### src/rtl/tmr_upd_pkg.sv
package tmr_upd_pkg;

    typedef enum logic {
        ST_HALT  = 1'b0,
        ST_COUNT = 1'b1
    } tmr_state_e;

    // control word bits 7:1, most significant first
    typedef struct packed {
        logic       mirror;
        logic [1:0] div;
        logic       arl_buf;
        logic       one_shot;
        logic       req_narrow;
        logic       upd_off;
    } tmr_ctrl_t;

    localparam int CTRL_W = $bits(tmr_ctrl_t);
    localparam int SEL_W  = 3;

    localparam logic [SEL_W-1:0] SEL_CTRL = 3'd0;
    localparam logic [SEL_W-1:0] SEL_PSC  = 3'd1;
    localparam logic [SEL_W-1:0] SEL_ARL  = 3'd2;
    localparam logic [SEL_W-1:0] SEL_EVT  = 3'd3;
    localparam logic [SEL_W-1:0] SEL_STAT = 3'd4;

endpackage

### src/rtl/tmr_upd_prescale.sv
module tmr_upd_prescale #(
    parameter int W = 16
) (
    input  logic         clk,
    input  logic         rst_n,
    input  logic         run,
    input  logic         reinit,
    input  logic [W-1:0] limit,
    output logic         tick
);
    logic [W-1:0] div_q;

    assign tick = run && (div_q == limit);

    always_ff @(posedge clk or negedge rst_n) begin
        if (!rst_n) begin
            div_q <= '0;
        end else if (reinit || tick) begin
            div_q <= '0;
        end else if (run) begin
            div_q <= div_q + 1'b1;
        end
    end
endmodule

### src/rtl/tmr_upd_counter.sv
module tmr_upd_counter #(
    parameter int W = 16
) (
    input  logic         clk,
    input  logic         rst_n,
    input  logic         tick,
    input  logic         reinit,
    input  logic [W-1:0] top,
    output logic [W-1:0] value,
    output logic         wrap
);
    assign wrap = tick && (value == top);

    always_ff @(posedge clk or negedge rst_n) begin
        if (!rst_n) begin
            value <= '0;
        end else if (reinit || wrap) begin
            value <= '0;
        end else if (tick) begin
            value <= value + 1'b1;
        end
    end
endmodule

### src/rtl/tmr_upd_clkdiv.sv
module tmr_upd_clkdiv #(
    parameter int DIV_W = 2
) (
    input  logic             clk,
    input  logic             rst_n,
    input  logic [DIV_W-1:0] code,
    output logic             smp_en
);
    logic [DIV_W-1:0] phase_q;
    logic [DIV_W-1:0] mask;

    always_comb begin
        unique case (code)
            2'd1:    mask = 2'b01;
            2'd2:    mask = 2'b11;
            default: mask = 2'b00;
        endcase
    end

    assign smp_en = (phase_q & mask) == '0;

    always_ff @(posedge clk or negedge rst_n) begin
        if (!rst_n) phase_q <= '0;
        else        phase_q <= phase_q + 1'b1;
    end
endmodule

### src/rtl/tmr_upd_core.sv
module tmr_upd_core
    import tmr_upd_pkg::*;
#(
    parameter int CNT_W = 16,
    parameter int RB_W  = 32
) (
    input  logic             clk,
    input  logic             rst_n,
    input  logic             wr_en,
    input  logic [SEL_W-1:0] wr_sel,
    input  logic [CNT_W-1:0] wr_data,
    input  logic             ext_rst,
    output logic [RB_W-1:0]  cnt_rd,
    output logic             upd_flag,
    output logic             upd_req,
    output logic             smp_en
);
    localparam int PAD_W = RB_W - 1 - CNT_W;

    tmr_state_e       state_q, state_d;
    tmr_ctrl_t        ctrl_q;
    logic [CNT_W-1:0] psc_buf, psc_act, arl_buf, arl_act, cnt_val;
    logic             run, tick, wrap, reinit, uev, req_now;
    logic             wr_ctrl, wr_psc, wr_arl, wr_evt, wr_stat;

    assign wr_ctrl = wr_en && (wr_sel == SEL_CTRL);
    assign wr_psc  = wr_en && (wr_sel == SEL_PSC);
    assign wr_arl  = wr_en && (wr_sel == SEL_ARL);
    assign wr_evt  = wr_en && (wr_sel == SEL_EVT);
    assign wr_stat = wr_en && (wr_sel == SEL_STAT);

    assign run     = (state_q == ST_COUNT);
    assign reinit  = (wr_evt && wr_data[0]) || ext_rst;
    assign uev     = (wrap || reinit) && !ctrl_q.upd_off;
    assign req_now = uev && (wrap || !ctrl_q.req_narrow);

    // state register
    always_ff @(posedge clk or negedge rst_n) begin
        if (!rst_n) state_q <= ST_HALT;
        else        state_q <= state_d;
    end

    // transitions: GO, STOP, ONE_SHOT_END
    always_comb begin
        state_d = state_q;
        unique case (state_q)
            ST_HALT: begin
                if (wr_ctrl && wr_data[0]) state_d = ST_COUNT;
            end
            ST_COUNT: begin
                if (wr_ctrl)
                    state_d = wr_data[0] ? ST_COUNT : ST_HALT;
                else if (uev && ctrl_q.one_shot)
                    state_d = ST_HALT;
            end
        endcase
    end

    // registered outputs and shadow registers
    always_ff @(posedge clk or negedge rst_n) begin
        if (!rst_n) begin
            ctrl_q   <= '0;
            psc_buf  <= '0;
            psc_act  <= '0;
            arl_buf  <= '1;
            arl_act  <= '1;
            upd_flag <= 1'b0;
            upd_req  <= 1'b0;
        end else begin
            if (wr_ctrl) ctrl_q <= tmr_ctrl_t'(wr_data[CTRL_W:1]);
            if (uev)     psc_act <= psc_buf;
            if (wr_psc)  psc_buf <= wr_data;
            if (wr_arl && !ctrl_q.arl_buf) arl_act <= wr_data;
            else if (uev)                  arl_act <= arl_buf;
            if (wr_arl)  arl_buf <= wr_data;
            if (req_now)                      upd_flag <= 1'b1;
            else if (wr_stat && !wr_data[0])  upd_flag <= 1'b0;
            upd_req <= req_now;
        end
    end

    tmr_upd_prescale #(.W(CNT_W)) u_psc (
        .clk    (clk),
        .rst_n  (rst_n),
        .run    (run),
        .reinit (reinit),
        .limit  (psc_act),
        .tick   (tick)
    );

    tmr_upd_counter #(.W(CNT_W)) u_cnt (
        .clk    (clk),
        .rst_n  (rst_n),
        .tick   (tick),
        .reinit (reinit),
        .top    (arl_act),
        .value  (cnt_val),
        .wrap   (wrap)
    );

    tmr_upd_clkdiv #(.DIV_W(2)) u_div (
        .clk    (clk),
        .rst_n  (rst_n),
        .code   (ctrl_q.div),
        .smp_en (smp_en)
    );

    assign cnt_rd = {upd_flag & ctrl_q.mirror, {PAD_W{1'b0}}, cnt_val};

endmodule

### config.mk
export PLATFORM = sky130hd
export DESIGN_NAME = tmr_upd_core
export DESIGN_NICKNAME = d
export VERILOG_FILES = /design/src/rtl/tmr_upd_pkg.sv /design/src/rtl/tmr_upd_prescale.sv /design/src/rtl/tmr_upd_counter.sv /design/src/rtl/tmr_upd_clkdiv.sv /design/src/rtl/tmr_upd_core.sv
export SDC_FILE = /design/constraint.sdc
export NUM_CORES = 1
export LEC_CHECK = 0
export ABC_AREA = 1
export BUFFER_PORTS_ARGS = -buffer_cell sky130_fd_sc_hd__buf_2
export CAP_MARGIN = 25
export CORE_UTILIZATION = 30
export DETAILED_ROUTE_END_ITERATION = 10
export HOLD_SLACK_MARGIN = 0.06
export MAX_ROUTING_LAYER = met4
export SLEW_MARGIN = 15
export SYNTH_ARGS = -nofsm -noshare
export SYNTH_HDL_FRONTEND = slang
export SYNTH_SLANG_ARGS = --single-unit
### constraint.sdc
create_clock -name clk -period 3.6 [get_ports clk]
set_clock_uncertainty 0.05 [all_clocks]
set_input_delay 0.36 -clock clk [delete_from_list [all_inputs] [get_ports clk]]
set_output_delay 0.36 -clock clk [all_outputs]
set_load 0.005 [all_outputs]
# Word-level counts from Yosys, hierarchy flattened

Index checks and enable logic that the tools add are counted.
Widths: inputs -> output; s select.

Flip-flop bits (word level): 108
Output and inout bits: 35
Logic and storage cells: 72

Add/sub/neg operators: 3
Equal/unequal tests: 8
Multiplexer cells: 14
Bitwise gates (word level): 3
Reduce and logical (&&, ||, !) cells: 28

Operators by type and width:

| cell                  | count |
|---|---|
| $mux 16               | 6 |
| $add 16x1->16 const B | 2 |
| $eq 16x16->1          | 2 |
| $logic_and 1x1->1     | 14 |
| $reduce_bool 2->1     | 4 |
| $eq 3x2->1 const B    | 2 |
| $mux 1                | 6 |
| $logic_not 1->1       | 4 |
| $logic_or 1x1->1      | 4 |
| $pmux 2 s2            | 1 |
| $eq 3x1->1 const B    | 1 |
| $eq 3x3->1 const B    | 1 |
| $logic_not 3->1       | 1 |
| $add 2x1->2 const B   | 1 |
| $and 2x2->2           | 1 |
| $eq 2x1->1 const B    | 1 |
| $eq 2x2->1 const B    | 1 |
| $logic_not 2->1       | 1 |
| $pmux 1 s2            | 1 |
| $and 1x1->1           | 1 |
| $not 1->1             | 1 |

# Longest topological paths before layout

Gate-level depths: netlist of run 1.

Depth in word-level cells: 10
Depth in mapped cells: 13

# Modules after synthesis

From an unflattened synthesis of run 1, not the netlist that was laid out.

Cell total of the unflattened synthesis: 807
Area, all modules: 6122.1 um^2

By module, submodules not included:

| module           | times used | cells an instance | area each (um^2) |
|---|---|---|---|
| tmr_upd_core     | 1          | 364               | 3294.4 |
| tmr_upd_counter  | 1          | 215               | 1363.8 |
| tmr_upd_prescale | 1          | 215               | 1363.8 |
| tmr_upd_clkdiv   | 1          | 13                | 100.1 |

# Least setup slack after synthesis of run 1

OpenSTA, ideal clock, no wires.

Path type: reg2reg
Start point: register arl_act[4]
End point: register state_q, in the netlist run
Setup time: 0.116 ns
Arrival: 1.515 ns
Required time: 3.434 ns
Path slack: 1.919 ns
Stages on the path, launching flop included: 13
Path buffers: 1
Cell sequence: dfstp_2 > inv_1 > nand2_1 > nand2_1 > nor2_1 > nand2_1 > nor2_1 > nand2_1 > o21bai_4 > buf_2 > nand3_1 > nand2_1 > nand2_1

Cells in the longest elaborated chain, start to end: 8

RTL lines:

| item                     | line                  | text |
|---|---|---|
| start: declaration       | tmr_upd_core.sv:22    | `logic [CNT_W-1:0] psc_buf, psc_act, arl_buf, arl_act, cnt_val;` |
| start signal: assignment | tmr_upd_core.sv:73    | `if (wr_arl && !ctrl_q.arl_buf) arl_act <= wr_data;` |
| start signal: assignment | tmr_upd_core.sv:74    | `else if (uev) arl_act <= arl_buf;` |
| $eq 16x16->1             | tmr_upd_counter.sv:12 | `assign wrap = tick && (value == top);` |
| $logic_and 1x1->1        | tmr_upd_counter.sv:12 |  |
| $logic_or 1x1->1         | tmr_upd_core.sv:34    | `assign uev = (wrap \|\| reinit) && !ctrl_q.upd_off;` |
| $logic_and 1x1->1        | tmr_upd_core.sv:34    |  |
| $logic_and 1x1->1        | tmr_upd_core.sv:53    | `else if (uev && ctrl_q.one_shot)` |
| $mux 1                   | tmr_upd_core.sv:53    |  |
| $mux 1                   | tmr_upd_core.sv:51    | `if (wr_ctrl)` |
| $pmux 1 s2               | tmr_upd_core.sv:46    | `unique case (state_q)` |
| named net state_d        | tmr_upd_core.sv:20    | `tmr_state_e state_q, state_d;` |
| end signal: assignment   | tmr_upd_core.sv:40    | `else state_q <= state_d;` |
| end: declaration         | tmr_upd_core.sv:20    |  |

The timed path passes the listed nets, and every way through them passes these cells.
A chain may end at the register's enable or synchronous reset.

# Worst setup path in the final report of run 1

Start point: register state_q, in the netlist run
End point: register u_cnt.value[10]

Cells in the longest elaborated chain, start to end: 4

RTL lines:

| item                                         | line                   | text |
|---|---|---|
| $logic_and 1x1->1 (*)                        | tmr_upd_prescale.sv:13 | `assign tick = run && (div_q == limit);` |
| $logic_and 1x1->1                            | tmr_upd_counter.sv:12  |  |
| $logic_or 1x1->1                             | tmr_upd_counter.sv:17  | `end else if (reinit \|\| wrap) begin` |
| $mux 16 or $reduce_bool 2->1 (tied branches) | --                     |  |
| end signal: assignment                       | tmr_upd_counter.sv:20  | `value <= value + 1'b1;` |
| end: declaration                             | tmr_upd_counter.sv:9   | `output logic [W-1:0] value,` |

Mark *: on every way between the ends. The rest lies on a longest branch, timed or not.

==> metrics.txt, run 1 <==
Fmax 410 MHz; failing checks design-rule violations; Clock Tree Buf Depth 2; GPL Wtd Cong 0.824; VDD IR max 0.277 mV; Final nets 798; DR WL/cell 13.4 um; CTS buffer count 9; Seq pwr share 51.5%; Antenna Nets Post-Route 0; switch share 31.8%; Clk pwr share 30.3%; Final Hold Viols 0; dpl ws 1170 ps; gr usage total 15.1%; row count 49; slew margin rel. 39.3%; reg2reg path depth 11; sequential-to-total area share from yosys stat 48.8%; fin cells 1006; Die H 139 um; worst path cell trace inv_2, a21oi_1, nand3_1, nor2_1, nand3_2, nand2_2, inv_2, nor2_1, nand2_1, nand2_1, nor2_1; status complete, but fails checks; NetSw 1.01 mW; hold path depth 3; period utilization 67.7%; Setup TNS 0 ps; initial antenna violation count 0; boundary pin count 58; power density cells 507 nW/um2; Worst-Skew Late Latency 350 ps; Leak 3.07 nW; H-Tree Depth 3; number of vias in the routed layout 4603; post-route setup slack 1160 ps; first-pass GRT wire length 22.4 mm; actual slew at the worst max-slew pin 907 ps; Critical Path Sink Type flip-flop; WP data required 3790 ps; Setup Crit Path Kind reg -> reg; root buf cell clkbuf_16; crit path time final 2440 ps; Pint 2.17 mW; Cell Area, Synth 5620 um2; full die area 19300 um2; Final HPWL DP 9.84 mm; number of global-route vias before repair 4195; synth-to-layout area growth 11.7%; synth warn 0; Avg Inst Size Synth 7.59 um2; Worst Setup Start Kind flip-flop; via/cell ratio 4.58; initial DRC count 357; Crit path top cell by count nor2_1; drt drc 6; Worst-path clk slew 80 ps; pins over their slew limit 0; largest net degree at the start of global routing 65; total of max-cap violations 0; HP Class in -> reg; Combinational Power Share 18.2%; Post-Route WL 13.5 mm; Crit path largest cell delay 550 ps; Die W 139 um; Antenna Cells 0; dpl cells 988; Design Power 3.18 mW; Synth Instances 740; RSZ-0062 raised after global routing no; total global routing overflow 0; DRT Pass-1 Iters 8; FF+latch count, synth 108; setup violators final 0; CTS sink cnt 108; layout cells sized above 1 14.8%; number of I/O port buffers 42; Initial Utilization 30.9%; CTS tree yes; Floorplan Core Area 18100 um2; critical path arrival 2630 ps; Max Fanout on Critical Path 37; CP max stage cell nand2_2; Netlist cell types 32
==> stage by stage <==
| stage | util, % | instance area (um2) | hold slack, ps |
|---|---|---|---|
| floorplan | - | 5670 | 14.4 |
| global placement | 32.9 | 5970 | 354 |
| detailed placement | 32.9 | 5970 | 351 |
| CTS | 34.5 | 6260 | 231 |
| global route | 34.6 | 6270 | 253 |
| finish | 34.6 | 6270 | 222 |
==> power by group through the flow <==
stage	combinational (mW)	sequential, mW	clock (mW)
3_5_place_dp	0.580	1.66	0
6_report	0.579	1.64	0.966
5_1_grt	0.682	1.66	1.03
3_3_place_gp	0.569	1.65	0
4_1_cts	0.584	1.64	0.987
2_1_floorplan	0.455	1.58	0
==> final cells by class <==
| type | instances | area, um2 |
|---|---|---|
| well taps | 229 | 287 |
| fillers | 1951 | 11900 |
| multi-input cells | 520 | 2370 |
| clock buffers | 9 | 225 |
| clock inverters | 7 | 56.3 |
| inverters | 87 | 327 |
| repair buffers | 46 | 265 |
| flip-flops and latches | 108 | 2740 |
==> cells by family (layout without fill, tap and decap cells) <==
family                   after synthesis  count (layout)  synth area share (%)
AND/OR/NAND/NOR                      399             399                  29.7
adder cells (fa/ha/maj)                3               3                 0.669
XOR/XNOR                              20              20                  3.12
flip-flops                           108             108                  48.8
AO/OA/AOI/OAI                         83              83                  7.73
buffers and inverters                126             149                  9.85
other                                  1              15                0.0668
==> layer usage <==
layer / global-route usage, % / vias to the layer above / wire length [um]
met5: - / - / 0
met4: 3.68 / 0 / 153
met3: 2.66 / 13 / 536
met2: 20.8 / 111 / 5560
met1: 22.8 / 2116 / 7260
li1: - / 2363 / -
==> registers in the layout (all words and copies together), names as in the netlist <==
signal	flops
arl_act	16
arl_buf	16
ctrl_q	7
psc_act	16
psc_buf	16
run	1
u_cnt.value	16
u_div.phase_q	2
u_psc.div_q	16
upd_flag	1
upd_req	1
==> layout by cell type (no fill, tap or decap), types with 10 or more instances in the layout <==
cell	count
inv_2	13
inv_1	73
nand2_1	244
a21oi_1	10
xor2_1	15
o21ai_0	70
nor3_1	17
dfrtp_1	76
buf_2	41
conb_1	15
nand3_1	58
nor2_1	61
dfstp_2	32
==> path summary, 6_finish.rpt <==
check / start / end / slack [ps]
worst max-delay path: run / u_cnt.value[10] / 1160
worst min-delay path: wr_data[11] / arl_buf[11] / 220
worst max register to register: run / u_cnt.value[10] / 1160
worst min register to register: u_div.phase_q[0] / u_div.phase_q[1] / 420
max in group asynchronous: rst_n / arl_act[2] / 2230
min in group asynchronous: rst_n / psc_buf[10] / 490
==> critical path: cells and delay by family (launching register included) <==
| family | cells | cell delay, ps |
|---|---|---|
| AO/OA/AOI/OAI | 1 | 140 |
| flip-flops | 1 | 530 |
| buffers and inverters | 2 | 350 |
| AND/OR/NAND/NOR | 8 | 1240 |
==> synth_stat cells (all sizes together) <==
| library cell | instances | area [um2] |
|---|---|---|
| a21oi | 10 | 50.1 |
| a31o | 1 | 8.76 |
| a31oi | 1 | 6.26 |
| and3 | 1 | 6.26 |
| buf | 28 | 185 |
| clkbuf | 11 | 41.3 |
| clkinv | 1 | 3.75 |
| conb | 1 | 3.75 |
| dfrtp | 76 | 1900 |
| dfstp | 32 | 841 |
| ha | 3 | 37.5 |
| inv | 86 | 323 |
| nand2 | 247 | 945 |
| nand3 | 59 | 300 |
| nand4 | 9 | 56.3 |
| nor2 | 61 | 229 |
| nor3 | 17 | 85.1 |
| nor3b | 1 | 7.51 |
| nor4 | 3 | 31.3 |
| o21ai | 70 | 350 |
| o21bai | 1 | 18.8 |
| or2 | 1 | 8.76 |
| xnor2 | 5 | 43.8 |
| xor2 | 15 | 131 |
==> repair_timing <==
action                    in CTS  in global routing
setup buffers                  0                  0
hold buffers                   1                  0
resized for setup              0                  0
hold endpoints to repair      39                  0
(Power assumes the default switching activity.)
==> inputs of run 2 (changes only) <==
- clock period: 3.6 -> 2.55 ns (I/O delays scaled with it)
==> metrics.txt, run 2 (same netlist as run 1, synthesis figures left out) <==
Crit path top cell by count nor2_1 (unchanged); Crit path largest cell delay 670 ps (was 550 ps); failing checks design-rule violations (unchanged); initial DRC count 356 (was 357); initial antenna violation count 0 (unchanged); boundary pin count 58 (unchanged); Clock Tree Buf Depth 2 (unchanged); setup slack, reg-to-reg 360 ps (was 1160 ps); Fmax 456 MHz (was 410 MHz); gr usage total 15.5% (was 15.1%); Initial Utilization 30.9% (unchanged); full die area 19300 um2 (unchanged); CP top delay family simple AND/OR/NAND/NOR gates (unchanged); RSZ-0062 raised after global routing no (unchanged); period utilization 86.1% (was 67.7%); Critical Path Sink Type flip-flop (unchanged); GPL Wtd Cong 0.800 (was 0.824); Final Hold Viols 0 (unchanged); Die H 139 um (unchanged); fin cells 1014 (was 1006); CTS sink cnt 108 (unchanged); largest net degree at the start of global routing 53 (was 65); CP max stage cell nor2_1 (was nand2_2); Final nets 806 (was 798); first-pass GRT wire length 22.8 mm (was 22.4 mm); Post-Route WL 13.6 mm (was 13.5 mm); worst path cell trace inv_2, a21oi_1, nand3_1, nor2_1, nand3_2, nor2_1, nor2_1, nand4_1, nand2_1 (was inv_2, a21oi_1, nand3_1, nor2_1, nand3_2, nand2_2, inv_2, nor2_1, nand2_1, nand2_1, nor2_1); setup violators final 0 (unchanged); HP Class in -> reg (unchanged); pins over their slew limit 0 (unchanged); most common cell after layout, fill and taps aside nand2_1 (unchanged); dpl cells 997 (was 988); actual slew at the worst max-slew pin 878 ps (was 907 ps); Antenna Cells 0 (unchanged); DR WL/cell 13.4 um (about the same); total global routing overflow 0 (unchanged); Setup Crit Path Kind reg -> reg (unchanged); Die W 139 um (unchanged); CTS tree yes (unchanged); drt drc 3 (was 6); H-Tree Depth 3 (unchanged); number of global-route vias before repair 4350 (was 4195); synth-to-layout area growth 13.1% (was 11.7%); number of I/O port buffers 42 (unchanged); VDD IR max 0.359 mV (was 0.277 mV); via/cell ratio 4.58 (about the same); crit path time final 2190 ps (was 2440 ps); slew margin rel. 41.2% (was 39.3%); power density cells 721 nW/um2 (was 507 nW/um2); total of max-cap violations 0 (unchanged); status complete, but fails checks (unchanged); commonest cells after routing, fill and taps aside nand2_1 (244), dfrtp_1 (76), inv_1 (73) (unchanged); root buf cell clkbuf_16 (unchanged); post-CTS sizing 0 (unchanged); number of vias in the routed layout 4643 (was 4603); CTS buffer count 9 (unchanged); Final HPWL DP 9.82 mm (was 9.84 mm); Worst Setup Start Kind flip-flop (unchanged); Floorplan Core Area 18100 um2 (unchanged); Setup TNS 0 ps (unchanged); WP data required 2790 ps (was 3790 ps); Leak 3.11 nW (was 3.07 nW); CP Buf/Inv Count 1 (was 2); DRT Pass-1 Iters 10 (was 8); Worst-path clk slew 70 ps (was 80 ps); layout cells sized above 1 15.5% (was 14.8%); Max Fanout on Critical Path 12 (was 37); row count 49 (unchanged); Worst-Skew Late Latency 360 ps (was 350 ps); critical path arrival 2440 ps (was 2630 ps); Antenna Nets Post-Route 0 (unchanged)
==> run 2: power breakdown <==
group | internal, mW | switching, mW | total (mW)
clock network | 0.785 | 0.652 | 1.44
registers | 2.07 | 0.236 | 2.31
logic | 0.327 | 0.506 | 0.833
total | 3.18 | 1.39 | 4.58
==> run 2: what timing repair did <==
| action | CTS | global route |
|---|---|---|
| buffers inserted | 0 | 0 |
| endpoints found under the setup margin | 0 | 0 |
| hold buffers | 1 | 0 |
| hold endpoints to repair | 48 | 0 |
==> run 2: per-stage QoR <==
stage                     hold slack, ps  power [mW]  instance area [um2]  util (%)  setup WS, ps
after floorplan                    -90.6        2.88                 5670         -           869
after global placement               315        3.15                 6040      33.3           388
after detailed placement             309        3.18                 6040      33.3           342
after CTS                            101        4.64                 6350      35.0           322
after global routing                 129        4.86                 6350      35.0           114
final                                111        4.58                 6350      35.0           355
==> run 2: tightest hold or removal path: stages <==
cell and delay [ps]:
buf_2 100, inv_1 70, o21ai_0 90
==> run 2: path summary, 6_finish.rpt <==
kind | from | endpoint | cells past startpoint
setup / recovery | run | u_cnt.value[5] | 9
hold / removal | wr_data[11] | arl_buf[11] | 3
setup reg to reg | run | u_cnt.value[5] | 9
hold reg to reg | u_div.phase_q[0] | u_div.phase_q[0] | 1
max in group asynchronous | rst_n | arl_act[0] | 3
min in group asynchronous | rst_n | psc_buf[10] | 2
==> run 2: layout make-up <==
type	count	area, um2
clock buffers	13	282
repair buffers	54	318
inverters	87	327
well taps	229	287
clock inverters	3	23.8
multi-input cells	520	2370
flip-flops and latches	108	2740
fillers	1930	11800
==> run 2: layer usage <==
layer	vias to the layer above	global-route usage, %	part of all wire [%]
li1	2381	-	-
met1	2155	21.5	52
met2	94	22.0	42
met3	13	3.42	4.4
met4	0	5.26	1.8
met5	-	-	0
